<file path="src/rtl/rxm_pkg.sv">
package rxm_pkg;

    localparam int unsigned LINES  = 16;
    localparam int unsigned LINE_W = $clog2(LINES);
    localparam int unsigned OSR    = 16;
    localparam int unsigned OS_W   = $clog2(OSR);

    typedef struct packed {
        logic [1:0]        rsvd;
        logic              par_err;
        logic              stop_ok;
        logic [LINE_W-1:0] line;
        logic [7:0]        data;
    } rx_entry_t;

    typedef enum logic [2:0] {
        ST_IDLE,
        ST_START,
        ST_DATA,
        ST_PAR,
        ST_STOP
    } rx_state_t;

    function automatic logic [3:0] char_bits(input logic [1:0] code);
        return 4'd5 + {2'b00, code};
    endfunction

    function automatic logic [7:0] char_mask(input logic [1:0] code);
        return 8'hFF >> (2'd3 - code);
    endfunction

endpackage

</file>
<file path="src/rtl/rxm_baud_gen.sv">
module rxm_baud_gen #(
    parameter int DIV_W = 16
) (
    input  logic             clk,
    input  logic             rst,
    input  logic [DIV_W-1:0] div,
    output logic             tick
);
    logic [DIV_W-1:0] cnt;
    logic [DIV_W:0]   nxt;

    assign nxt  = {1'b0, cnt} + 1'b1;
    assign tick = (nxt >= {1'b0, div});

    always_ff @(posedge clk) begin
        if (rst)       cnt <= '0;
        else if (tick) cnt <= '0;
        else           cnt <= nxt[DIV_W-1:0];
    end


    tick_gap_chk: assert property (@(posedge clk) disable iff (rst)
        (tick && div > 1 && $past(div) > 1) |=> !tick);

endmodule

</file>
<file path="src/rtl/rxm_line_rx.sv">
module rxm_line_rx
    import rxm_pkg::*;
#(
    parameter logic [LINE_W-1:0] LINE_ID = '0
) (
    input  logic       clk,
    input  logic       rst,
    input  logic       tick,
    input  logic       rx_raw,
    input  logic [1:0] len_code,
    input  logic       par_en,
    input  logic       par_odd,
    output logic       done,
    output rx_entry_t  entry
);
    localparam logic [OS_W-1:0] OS_MID  = OS_W'(OSR / 2 - 1);
    localparam logic [OS_W-1:0] OS_LAST = OS_W'(OSR - 1);

    logic [1:0]      sync;
    logic            rx_s;
    rx_state_t       st;
    logic [OS_W-1:0] os;
    logic [3:0]      nb;
    logic [7:0]      sh;
    logic            pbit;
    logic [7:0]      rj;
    logic            perr;

    assign rx_s = sync[1];
    assign rj   = sh >> (2'd3 - len_code);
    assign perr = par_en & ((^rj) ^ pbit ^ par_odd);

    always_ff @(posedge clk) begin
        if (rst) sync <= 2'b11;
        else     sync <= {sync[0], rx_raw};
    end

    always_ff @(posedge clk) begin
        if (rst) begin
            st    <= ST_IDLE;
            os    <= '0;
            nb    <= '0;
            sh    <= '0;
            pbit  <= 1'b0;
            done  <= 1'b0;
            entry <= '0;
        end else begin
            done <= 1'b0;
            if (tick) begin
                case (st)
                    ST_IDLE: begin
                        if (!rx_s) begin
                            st <= ST_START;
                            os <= '0;
                        end
                    end
                    ST_START: begin
                        if (os == OS_MID) begin
                            os <= '0;
                            nb <= '0;
                            st <= rx_s ? ST_IDLE : ST_DATA;
                        end else begin
                            os <= os + 1'b1;
                        end
                    end
                    ST_DATA: begin
                        if (os == OS_LAST) begin
                            os <= '0;
                            sh <= {rx_s, sh[7:1]};
                            nb <= nb + 4'd1;
                            if (nb == char_bits(len_code) - 4'd1)
                                st <= par_en ? ST_PAR : ST_STOP;
                        end else begin
                            os <= os + 1'b1;
                        end
                    end
                    ST_PAR: begin
                        if (os == OS_LAST) begin
                            os   <= '0;
                            pbit <= rx_s;
                            st   <= ST_STOP;
                        end else begin
                            os <= os + 1'b1;
                        end
                    end
                    ST_STOP: begin
                        if (os == OS_LAST) begin
                            os    <= '0;
                            st    <= ST_IDLE;
                            done  <= 1'b1;
                            entry <= '{rsvd: 2'b00, par_err: perr, stop_ok: rx_s,
                                       line: LINE_ID, data: rj};
                        end else begin
                            os <= os + 1'b1;
                        end
                    end
                    default: st <= ST_IDLE;
                endcase
            end
        end
    end


    len_mask_chk: assert property (@(posedge clk) disable iff (rst)
        done |-> ((entry.data & ~char_mask(len_code)) == 8'h00));


    glitch_reject_chk: assert property (@(posedge clk) disable iff (rst)
        (tick && st == ST_START && os == OS_MID && rx_s) |=> (st == ST_IDLE && !done));


    line_field_chk: assert property (@(posedge clk) disable iff (rst)
        done |-> (entry.line == LINE_ID && entry.rsvd == 2'b00));


    done_pulse_chk: assert property (@(posedge clk) disable iff (rst)
        done |=> !done);

endmodule

</file>
<file path="src/rtl/rxm_rr_arb.sv">
module rxm_rr_arb #(
    parameter int N = 16,
    localparam int IW = $clog2(N)
) (
    input  logic          clk,
    input  logic          rst,
    input  logic [N-1:0]  req,
    output logic [N-1:0]  gnt,
    output logic [IW-1:0] gnt_idx
);
    logic [IW-1:0] ptr;
    logic          found;

    always_comb begin
        gnt     = '0;
        gnt_idx = ptr;
        found   = 1'b0;
        for (int k = 0; k < N; k++) begin : scan
            logic [IW-1:0] idx;
            idx = IW'((int'(ptr) + k) % N);
            if (!found && req[idx]) begin
                found      = 1'b1;
                gnt[idx]   = 1'b1;
                gnt_idx    = idx;
            end
        end
    end

    always_ff @(posedge clk) begin
        if (rst)
            ptr <= '0;
        else if (|req)
            ptr <= (gnt_idx == IW'(N - 1)) ? '0 : gnt_idx + 1'b1;
    end


    gnt_onehot_chk: assert property (@(posedge clk) disable iff (rst)
        $onehot0(gnt));


    gnt_in_req_chk: assert property (@(posedge clk) disable iff (rst)
        (gnt & ~req) == '0);


    gnt_live_chk: assert property (@(posedge clk) disable iff (rst)
        (|req) |-> (|gnt));

endmodule

</file>
<file path="src/rtl/rxm_ring_buf.sv">
module rxm_ring_buf #(
    parameter int DEPTH = 64,
    parameter int W     = 16,
    localparam int AW   = $clog2(DEPTH)
) (
    input  logic         clk,
    input  logic         rst,
    input  logic         wr_en,
    input  logic [W-1:0] wr_data,
    input  logic         rd_en,
    input  logic         ovf_clr,
    output logic [W-1:0] rd_data,
    output logic         empty,
    output logic         full,
    output logic         overflow
);
    logic [W-1:0]  mem [DEPTH];
    logic [AW-1:0] wp;
    logic [AW-1:0] rp;
    logic [AW:0]   cnt;
    logic          do_wr;
    logic          do_rd;

    assign empty   = (cnt == '0);
    assign full    = (cnt == (AW+1)'(DEPTH));
    assign do_wr   = wr_en && !full;
    assign do_rd   = rd_en && !empty;
    assign rd_data = mem[rp];

    always_ff @(posedge clk) begin
        if (do_wr) mem[wp] <= wr_data;
    end

    always_ff @(posedge clk) begin
        if (rst) begin
            wp  <= '0;
            rp  <= '0;
            cnt <= '0;
        end else begin
            if (do_wr) wp <= (wp == AW'(DEPTH - 1)) ? '0 : wp + 1'b1;
            if (do_rd) rp <= (rp == AW'(DEPTH - 1)) ? '0 : rp + 1'b1;
            case ({do_wr, do_rd})
                2'b10:   cnt <= cnt + 1'b1;
                2'b01:   cnt <= cnt - 1'b1;
                default: cnt <= cnt;
            endcase
        end
    end

    always_ff @(posedge clk) begin
        if (rst)                 overflow <= 1'b0;
        else if (wr_en && full)  overflow <= 1'b1;
        else if (ovf_clr)        overflow <= 1'b0;
    end


    depth_bound_chk: assert property (@(posedge clk) disable iff (rst)
        cnt <= (AW+1)'(DEPTH));


    drop_sets_ovf_chk: assert property (@(posedge clk) disable iff (rst)
        (wr_en && full) |=> overflow);


    ovf_clear_chk: assert property (@(posedge clk) disable iff (rst)
        (ovf_clr && !(wr_en && full)) |=> !overflow);


    empty_read_chk: assert property (@(posedge clk) disable iff (rst)
        (rd_en && empty) |=> $stable(rp));

endmodule

</file>
<file path="src/rtl/async_rx_mux.sv">
module async_rx_mux
    import rxm_pkg::*;
#(
    parameter int NUM_LINES = LINES,
    parameter int DEPTH     = 64,
    parameter int DIV_W     = 16,
    localparam int IW       = $clog2(NUM_LINES)
) (
    input  logic                 clk,
    input  logic                 rst,
    input  logic [NUM_LINES-1:0] rx_line,
    input  logic [DIV_W-1:0]     baud_div,
    input  logic [1:0]           char_len,
    input  logic                 par_en,
    input  logic                 par_odd,
    input  logic                 rd_en,
    input  logic                 ovf_clr,
    output logic [15:0]          rd_data,
    output logic                 buf_empty,
    output logic                 buf_full,
    output logic                 overflow
);
    logic                 tick;
    logic [NUM_LINES-1:0] done;
    logic [NUM_LINES-1:0] hold_vld;
    logic [NUM_LINES-1:0] gnt;
    logic [IW-1:0]        gnt_idx;
    rx_entry_t            ent      [NUM_LINES];
    rx_entry_t            hold_ent [NUM_LINES];
    rx_entry_t            wr_ent;

    rxm_baud_gen #(.DIV_W(DIV_W)) u_tick (
        .clk  (clk),
        .rst  (rst),
        .div  (baud_div),
        .tick (tick)
    );

    for (genvar g = 0; g < NUM_LINES; g++) begin : g_line
        logic      vld;
        rx_entry_t hold;

        rxm_line_rx #(.LINE_ID(LINE_W'(g))) u_rx (
            .clk      (clk),
            .rst      (rst),
            .tick     (tick),
            .rx_raw   (rx_line[g]),
            .len_code (char_len),
            .par_en   (par_en),
            .par_odd  (par_odd),
            .done     (done[g]),
            .entry    (ent[g])
        );

        always_ff @(posedge clk) begin
            if (rst) begin
                vld  <= 1'b0;
                hold <= '0;
            end else if (done[g]) begin
                vld  <= 1'b1;
                hold <= ent[g];
            end else if (gnt[g]) begin
                vld  <= 1'b0;
            end
        end

        assign hold_vld[g] = vld;
        assign hold_ent[g] = hold;


        no_lost_char_chk: assert property (@(posedge clk) disable iff (rst)
            !(done[g] && vld && !gnt[g]));
    end

    rxm_rr_arb #(.N(NUM_LINES)) u_arb (
        .clk     (clk),
        .rst     (rst),
        .req     (hold_vld),
        .gnt     (gnt),
        .gnt_idx (gnt_idx)
    );

    assign wr_ent = hold_ent[gnt_idx];

    rxm_ring_buf #(.DEPTH(DEPTH), .W(16)) u_buf (
        .clk      (clk),
        .rst      (rst),
        .wr_en    (|hold_vld),
        .wr_data  (wr_ent),
        .rd_en    (rd_en),
        .ovf_clr  (ovf_clr),
        .rd_data  (rd_data),
        .empty    (buf_empty),
        .full     (buf_full),
        .overflow (overflow)
    );


    full_empty_excl_chk: assert property (@(posedge clk) disable iff (rst)
        !(buf_full && buf_empty));

endmodule

</file>
<file path="config.mk">
export PLATFORM = sky130hd
export DESIGN_NAME = async_rx_mux
export DESIGN_NICKNAME = d
export VERILOG_FILES = /design/src/rtl/rxm_pkg.sv /design/src/rtl/rxm_baud_gen.sv /design/src/rtl/rxm_line_rx.sv /design/src/rtl/rxm_rr_arb.sv /design/src/rtl/rxm_ring_buf.sv /design/src/rtl/async_rx_mux.sv
export SDC_FILE = /design/constraint.sdc
export NUM_CORES = 2
export LEC_CHECK = 0
export BUFFER_PORTS_ARGS = -buffer_cell sky130_fd_sc_hd__buf_2
export CAP_MARGIN = 20
export CORE_ASPECT_RATIO = 0.9
export CORE_MARGIN = 2
export CORE_UTILIZATION = 40
export CTS_BUF_LIST = sky130_fd_sc_hd__clkbuf_2 sky130_fd_sc_hd__clkbuf_4 sky130_fd_sc_hd__clkbuf_8
export DETAILED_ROUTE_END_ITERATION = 8
export GPL_ROUTABILITY_DRIVEN = 0
export GPL_TIMING_DRIVEN = 0
export PLACE_DENSITY = 0.61
export SLEW_MARGIN = 20
export SYNTH_ARGS = -nofsm -noshare
export SYNTH_HDL_FRONTEND = slang
export SYNTH_SLANG_ARGS = --single-unit
</file>
<file path="constraint.sdc">
create_clock -name clk -period 9.7 [get_ports clk]
set_input_delay 0.485 -clock clk [delete_from_list [all_inputs] [get_ports clk]]
set_output_delay 0.485 -clock clk [all_outputs]
set_load 0.02 [all_outputs]
</file>
---- Word level (Yosys, flattened, before mapping) ----
Memories as Yosys holds them, arrays and structs flattened. A register that Yosys moved wholly into a read port is not among the register bits.
Index checks and enable logic that the tools add are counted.
storage, ports and cells
  register bits ........................... 774
  RAM bits ................................ 1024
  bits of input ports ..................... 40
  output and inout bits ................... 19
  word-level logic and storage cells ...... 1338
  memories ................................ 1
operators by class
  add/sub/neg operators ................... 56
  magnitude comparators ................... 34
  equal/unequal tests ..................... 214
  shifts and indexed selects .............. 16
  multiplexer cells ....................... 412
  bitwise gates (word level) .............. 81
  reduce and logical (&&, ||, !) cells .... 264
memories
  memory     depth  bits a word  read ports  clocked after Yosys merged registers in  wr ports  RTL line            text
  u_buf.mem  64     16           1           1                                        1         rxm_ring_buf.sv:17  logic [W-1:0] mem [DEPTH];
operators by type and width
  kind                 count
  $mux 4               96
  $mux 3               97
  $mux 16              18
  $or 16x16->16        15
  $pmux 3 s5           16
  $pmux 4 s3           16
  $reduce_and 3->1     64
  $ne 2x1->1 const B   80
  $add 4x1->4 const B  34
  $pmux 4 s2           16
  $reduce_xor 8->1     16
  $shr 8x2->8          16
  $reduce_and 7->1     16
  $mux 1               99
  $eq 3x2->1 const B   32
  $reduce_or 3->1      32
  $lt 4x5->1 const B   16
  $eq 4x4->1 const B   17
  $reduce_bool 2->1    34
  $bmux 1 s4           16
  $bmux 16 s4          1
  $demux 1 s4          16
  $eq 4x3->1 const B   16
  $eq 4x4->1           16
  35 further kinds     282

---- Logic depth before layout (Yosys ltp) ----
  depth after elaboration ................. 52
  mapped depth ............................ 23
  gate-level depth less buffers ........... 19

---- By module ----
From an unflattened synthesis, not the netlist that was laid out.
second synthesis, totals
  cells, all modules ...................... 7185
  area, all modules ....................... 87431.4 um^2
modules (own cells, without submodules)
  module                             times used  cells each  area each (um^2)  sequential area each (um^2)
  rxm_ring_buf                       1           1872        40368.7           31270.0
  rxm_line_rx (g_line[10].u_rx ...)  14          222         1883.1            680.7
  async_rx_mux                       1           1036        11444.7           5445.2
  rxm_rr_arb                         1           600         4366.7            80.1
  rxm_line_rx (g_line[15].u_rx)      1           222         1881.8            680.7
  rxm_line_rx (g_line[0].u_rx)       1           218         1871.8            660.6
  rxm_baud_gen                       1           129         1134.8            320.3

---- Least setup slack after synthesis ----
Ideal clock, no wire load.
  path type ............................... register to register
  start point ............................. register u_arb.ptr[1]
  end point ............................... memory u_buf.mem[0][10] (data pin)
  library setup time ...................... 0.720 ns
  arrival ................................. 7.947 ns
  data required time ...................... 8.980 ns
  slack ................................... 1.034 ns
  cell stages (with the launch flop) ...... 21
  path buffers ............................ 7
  period minus slack after synthesis ...... 8.666 ns
  cell sequence ........................... dfxtp_1 > buf_2 > buf_2 > buf_1 > inv_1 > ha_1 > clkbuf_1 > mux4_2 > mux4_2 > nor4_4 > nand3_4 > nor4b_4 > nor4_1 > xnor2_2 > buf_4 > buf_4 > buf_6 > mux2i_1 > nand2_1 > o21ai_1 > o31ai_1
between the ends
  longest elaborated chain between the ends .. 52
  elaborated cells between the ends (all ways) .. 111
  those cells by class .................... 15 x add/sub; 65 x mux; 1 x bitwise; 30 x reduce/logical
ends and longest elaborated chain
  what                                                                  RTL line            text
  from (decl)                                                           rxm_rr_arb.sv:11    logic [IW-1:0] ptr;
  from (signal assigned)                                                rxm_rr_arb.sv:33    ptr <= (gnt_idx == IW'(N - 1)) ? '0 : gnt_idx + 1'b1;
  parallel branches: the longest is 47 deep, another holds $add 4x1->4  -
  $mux 4 *                                                              rxm_rr_arb.sv:21    if (!found && req[idx]) begin
  $not 4->5 (implied by the code) *                                     async_rx_mux.sv:83  assign wr_ent = hold_ent[gnt_idx];
  $bmux 16 s4 *                                                         async_rx_mux.sv:83
  $mux 16 (implied by the code) * (2 in series)                         async_rx_mux.sv:83
  via u_buf.wr_data[10]                                                 rxm_ring_buf.sv:9   input logic [W-1:0] wr_data,
  to (decl)                                                             rxm_ring_buf.sv:17
Mark *: on every way through the listed nets, which the timed path passes. The select of a mux whose other input is x is not followed.

---- Worst setup path in the final report ----
  start point ............................. register u_arb.ptr[1]
  end point ............................... memory u_buf.mem[28][11] (data pin)
Same word-level chain as after synthesis.

==> run metrics <==
Area Overhead vs Synth=13.2%; H-Tree Depth=5; min Tclk post-route=approximately 8.9 ns; number of enable flip-flop cells after synthesis=around 900; critical path data required time=10.37 ns; commonest non-fill, non-tap cell in the layout=edfxtp_1; ys flop type=edfxtp_1; post-synthesis register bit count=~1700; type of origin of the critical path=register; crit path kind=register to register; number of global-route vias before repair=approximately 54000; clk sinks=1676; Power Total=approximately 14 mW; Inst Count DP=9162; Core Area=approximately 190000 µm²; cell area after synthesis=about 77000 µm²; crit end category=register; Post-synth ARST share=0; unrepaired setup endpoints after global routing=false; pwr/cell area=between 150 and 200 nW/µm²; fin cells=approximately 9700; CTS tree=yes; max_slew headroom=0.153; Distinct cells, synth=between 90 and 100; max-cap viol count=0; clk buf depth=4; postcts setup bufs=0; Clock Pin Slew Worst Setup and Hold Paths=around 0.060 ns; Routed Antenna Nets=0; Die Y=420 µm; DP HPWL=182000 µm; outcome=complete, but fails checks; via count=57300; starting DRC count in detailed routing=between 7000 and 8000; DRT Wirelength=~250000 µm; Ports=59; Max VDD drop=roughly 0.15 mV; leak pwr=between 20 and 30 nW; pin count of the biggest net entering global routing=65; # setup viols final=0; Synth Area per Inst=between 10 and 15 µm²; Syn Inst Count=6534; DR vias/cell=~5.9; Clock Skew=between 0.1 and 0.15 ns; Die W=approximately 470 µm; most frequent cells in the layout=896 x edfxtp_1, 780 x dfxtp_1, 670 x nor2_1; Hold Fails Final Rpt=0; DRC violations left=2; grt ovf=0; global-route wire length before repair=approximately 370000 µm; initial core utilization=0.403; DRT Pass-1 Iters=9; Slew Limit Fails=0; Nets=between 7000 and 8000; initial antenna violation count=12; port bufs=53; Worst-Margin Slew=between 1 and 1.5 ns; Hold WC Path Type=primary input to register; fmax=112 MHz; Skew-Pair Late Insertion Delay=roughly 1.1 ns; Total GRT Usage=0.254; post-route clock period utilization=0.919; Crit path arrival time=~9.6 ns; total CTS buffers=roughly 290; per-cell routed wire length=between 20 and 30 µm; critical-path maximum fanout=64; failing checks=design-rule violations; Seq/Total Area, Yosys=0.552; Yosys Warn Count=0; Core Rows=152; clock root buffer=clkbuf_8; share of cells above drive strength 1=0.164; die area=around 200000 µm²
==> cells in the mapped netlist (all sizes together) (112+ instances only) <==
master	n	area share
edfxtp	896	0.35
mux4	342	0.10
nand3	235	0.015
nor2	733	0.036
mux2i	504	0.066
xnor2	162	0.019
dfxtp	780	0.20
buf	112	0.0064
a21oi	427	0.028
nand2	583	0.028
clkbuf	373	0.018
o21ai	165	0.011
==> metal layers <==
| metal | wire, µm | track usage |
|---|---|---|
| met3 | 26100 | 0.0621 |
| met4 | 12000 | 0.116 |
| met5 | 19 | 0 |
| met1 | 106000 | 0.352 |
| met2 | 110000 | 0.376 |
==> timing repair <==
item,CTS,global route
hold buffers,17,0
resized for setup,0,0
setup endpoints to repair,0,0
endpoints found under the hold margin,17,0
==> report_power, final <==
part / switching (mW) / internal [mW] / total (mW)
combinational: 0.308 / 0.107 / 0.415
clock: 2.88 / 3.52 / 6.40
sequential: 0.0152 / 7.41 / 7.42
==> state kept, by name, indices dropped and copies added (netlist names), named ones only <==
signal	cells
g_line.u_rx.sync	32
g_line.u_rx.nb	64
g_line.u_rx.done	16
g_line.u_rx.entry	175
u_tick.cnt	16
g_line.hold	175
u_buf.wp	6
g_line.u_rx.st	48
g_line.vld	16
u_buf.cnt	7
g_line.u_rx.sh	128
u_buf.overflow	1
u_arb.ptr	4
g_line.u_rx.os	64
u_buf.mem	896
g_line.u_rx.pbit	16
u_buf.rp	6
==> area by class of cell <==
type	count	area, µm²
antenna	7	17.5
buffer	485	1940
clock buffer	422	5200
clock inverter	56	367
fill	17400	104000
inverter	66	248
multi-input combinational	4308	32700
sequential	1676	42500
tap	2541	3180
timing repair buffer	108	1030
==> worst paths after layout <==
kind | start | endpoint | slack (ns) | cells past startpoint
worst max-delay path | u_arb.ptr[1]$_SDFFE_PP0P_ | u_buf.mem[28][11]$_DFFE_PP_ | 0.79 | 20
worst min-delay path | rx_line[0] | g_line[0].u_rx.sync[0]$_SDFF_PP1_ | 0.14 | 3
worst max register to register | u_arb.ptr[1]$_SDFFE_PP0P_ | u_buf.mem[28][11]$_DFFE_PP_ | 0.79 | 20
worst min register to register | g_line[14].u_rx.sync[0]$_SDFF_PP1_ | g_line[14].u_rx.sync[1]$_SDFF_PP1_ | 0.40 | 1
==> logic make-up after synthesis <==
family	synth area share
XOR/XNOR	0.0284
AND/OR/NAND/NOR	0.124
AO/OA/AOI/OAI	0.0799
multiplexers	0.175
buffers and inverters	0.0278
flip-flops	0.552
adder cells (fa/ha/maj)	0.0118
other	0.0000487
==> metrics by stage <==
step                TNS, ns  cell area, µm²  hold slack [ns]  setup WS, ns  utilization
floorplan                 0           77000            0.389          1.03            -
global placement    -778.27           80500            0.393         -5.59        0.421
detailed placement        0           81400            0.393         0.958        0.426
CTS                       0           87100           0.0861         0.948        0.456
global route              0           87200            0.138         0.405        0.457
finish                    0           87200            0.145         0.788        0.457
==> critical path, cell delays in order, from the launching register on <==
cell and delay (ns):
dfxtp_1 0.43, buf_2 0.32, buf_2 0.33, buf_1 0.55, inv_1 0.42, ha_1 0.39
clkbuf_1 0.51, mux4_2 0.45, mux2_2 0.36, a2111oi_0 0.76, and4b_1 0.38, nand3_1 0.33
nor3_2 0.56, a22oi_1 0.20, and4_1 0.26, a21oi_2 0.35, buf_2 0.33, buf_2 0.31
nor2b_1 0.37, o211ai_1 0.29, nand2_4 0.62
Note: power is estimated with default switching activity, not from simulation.
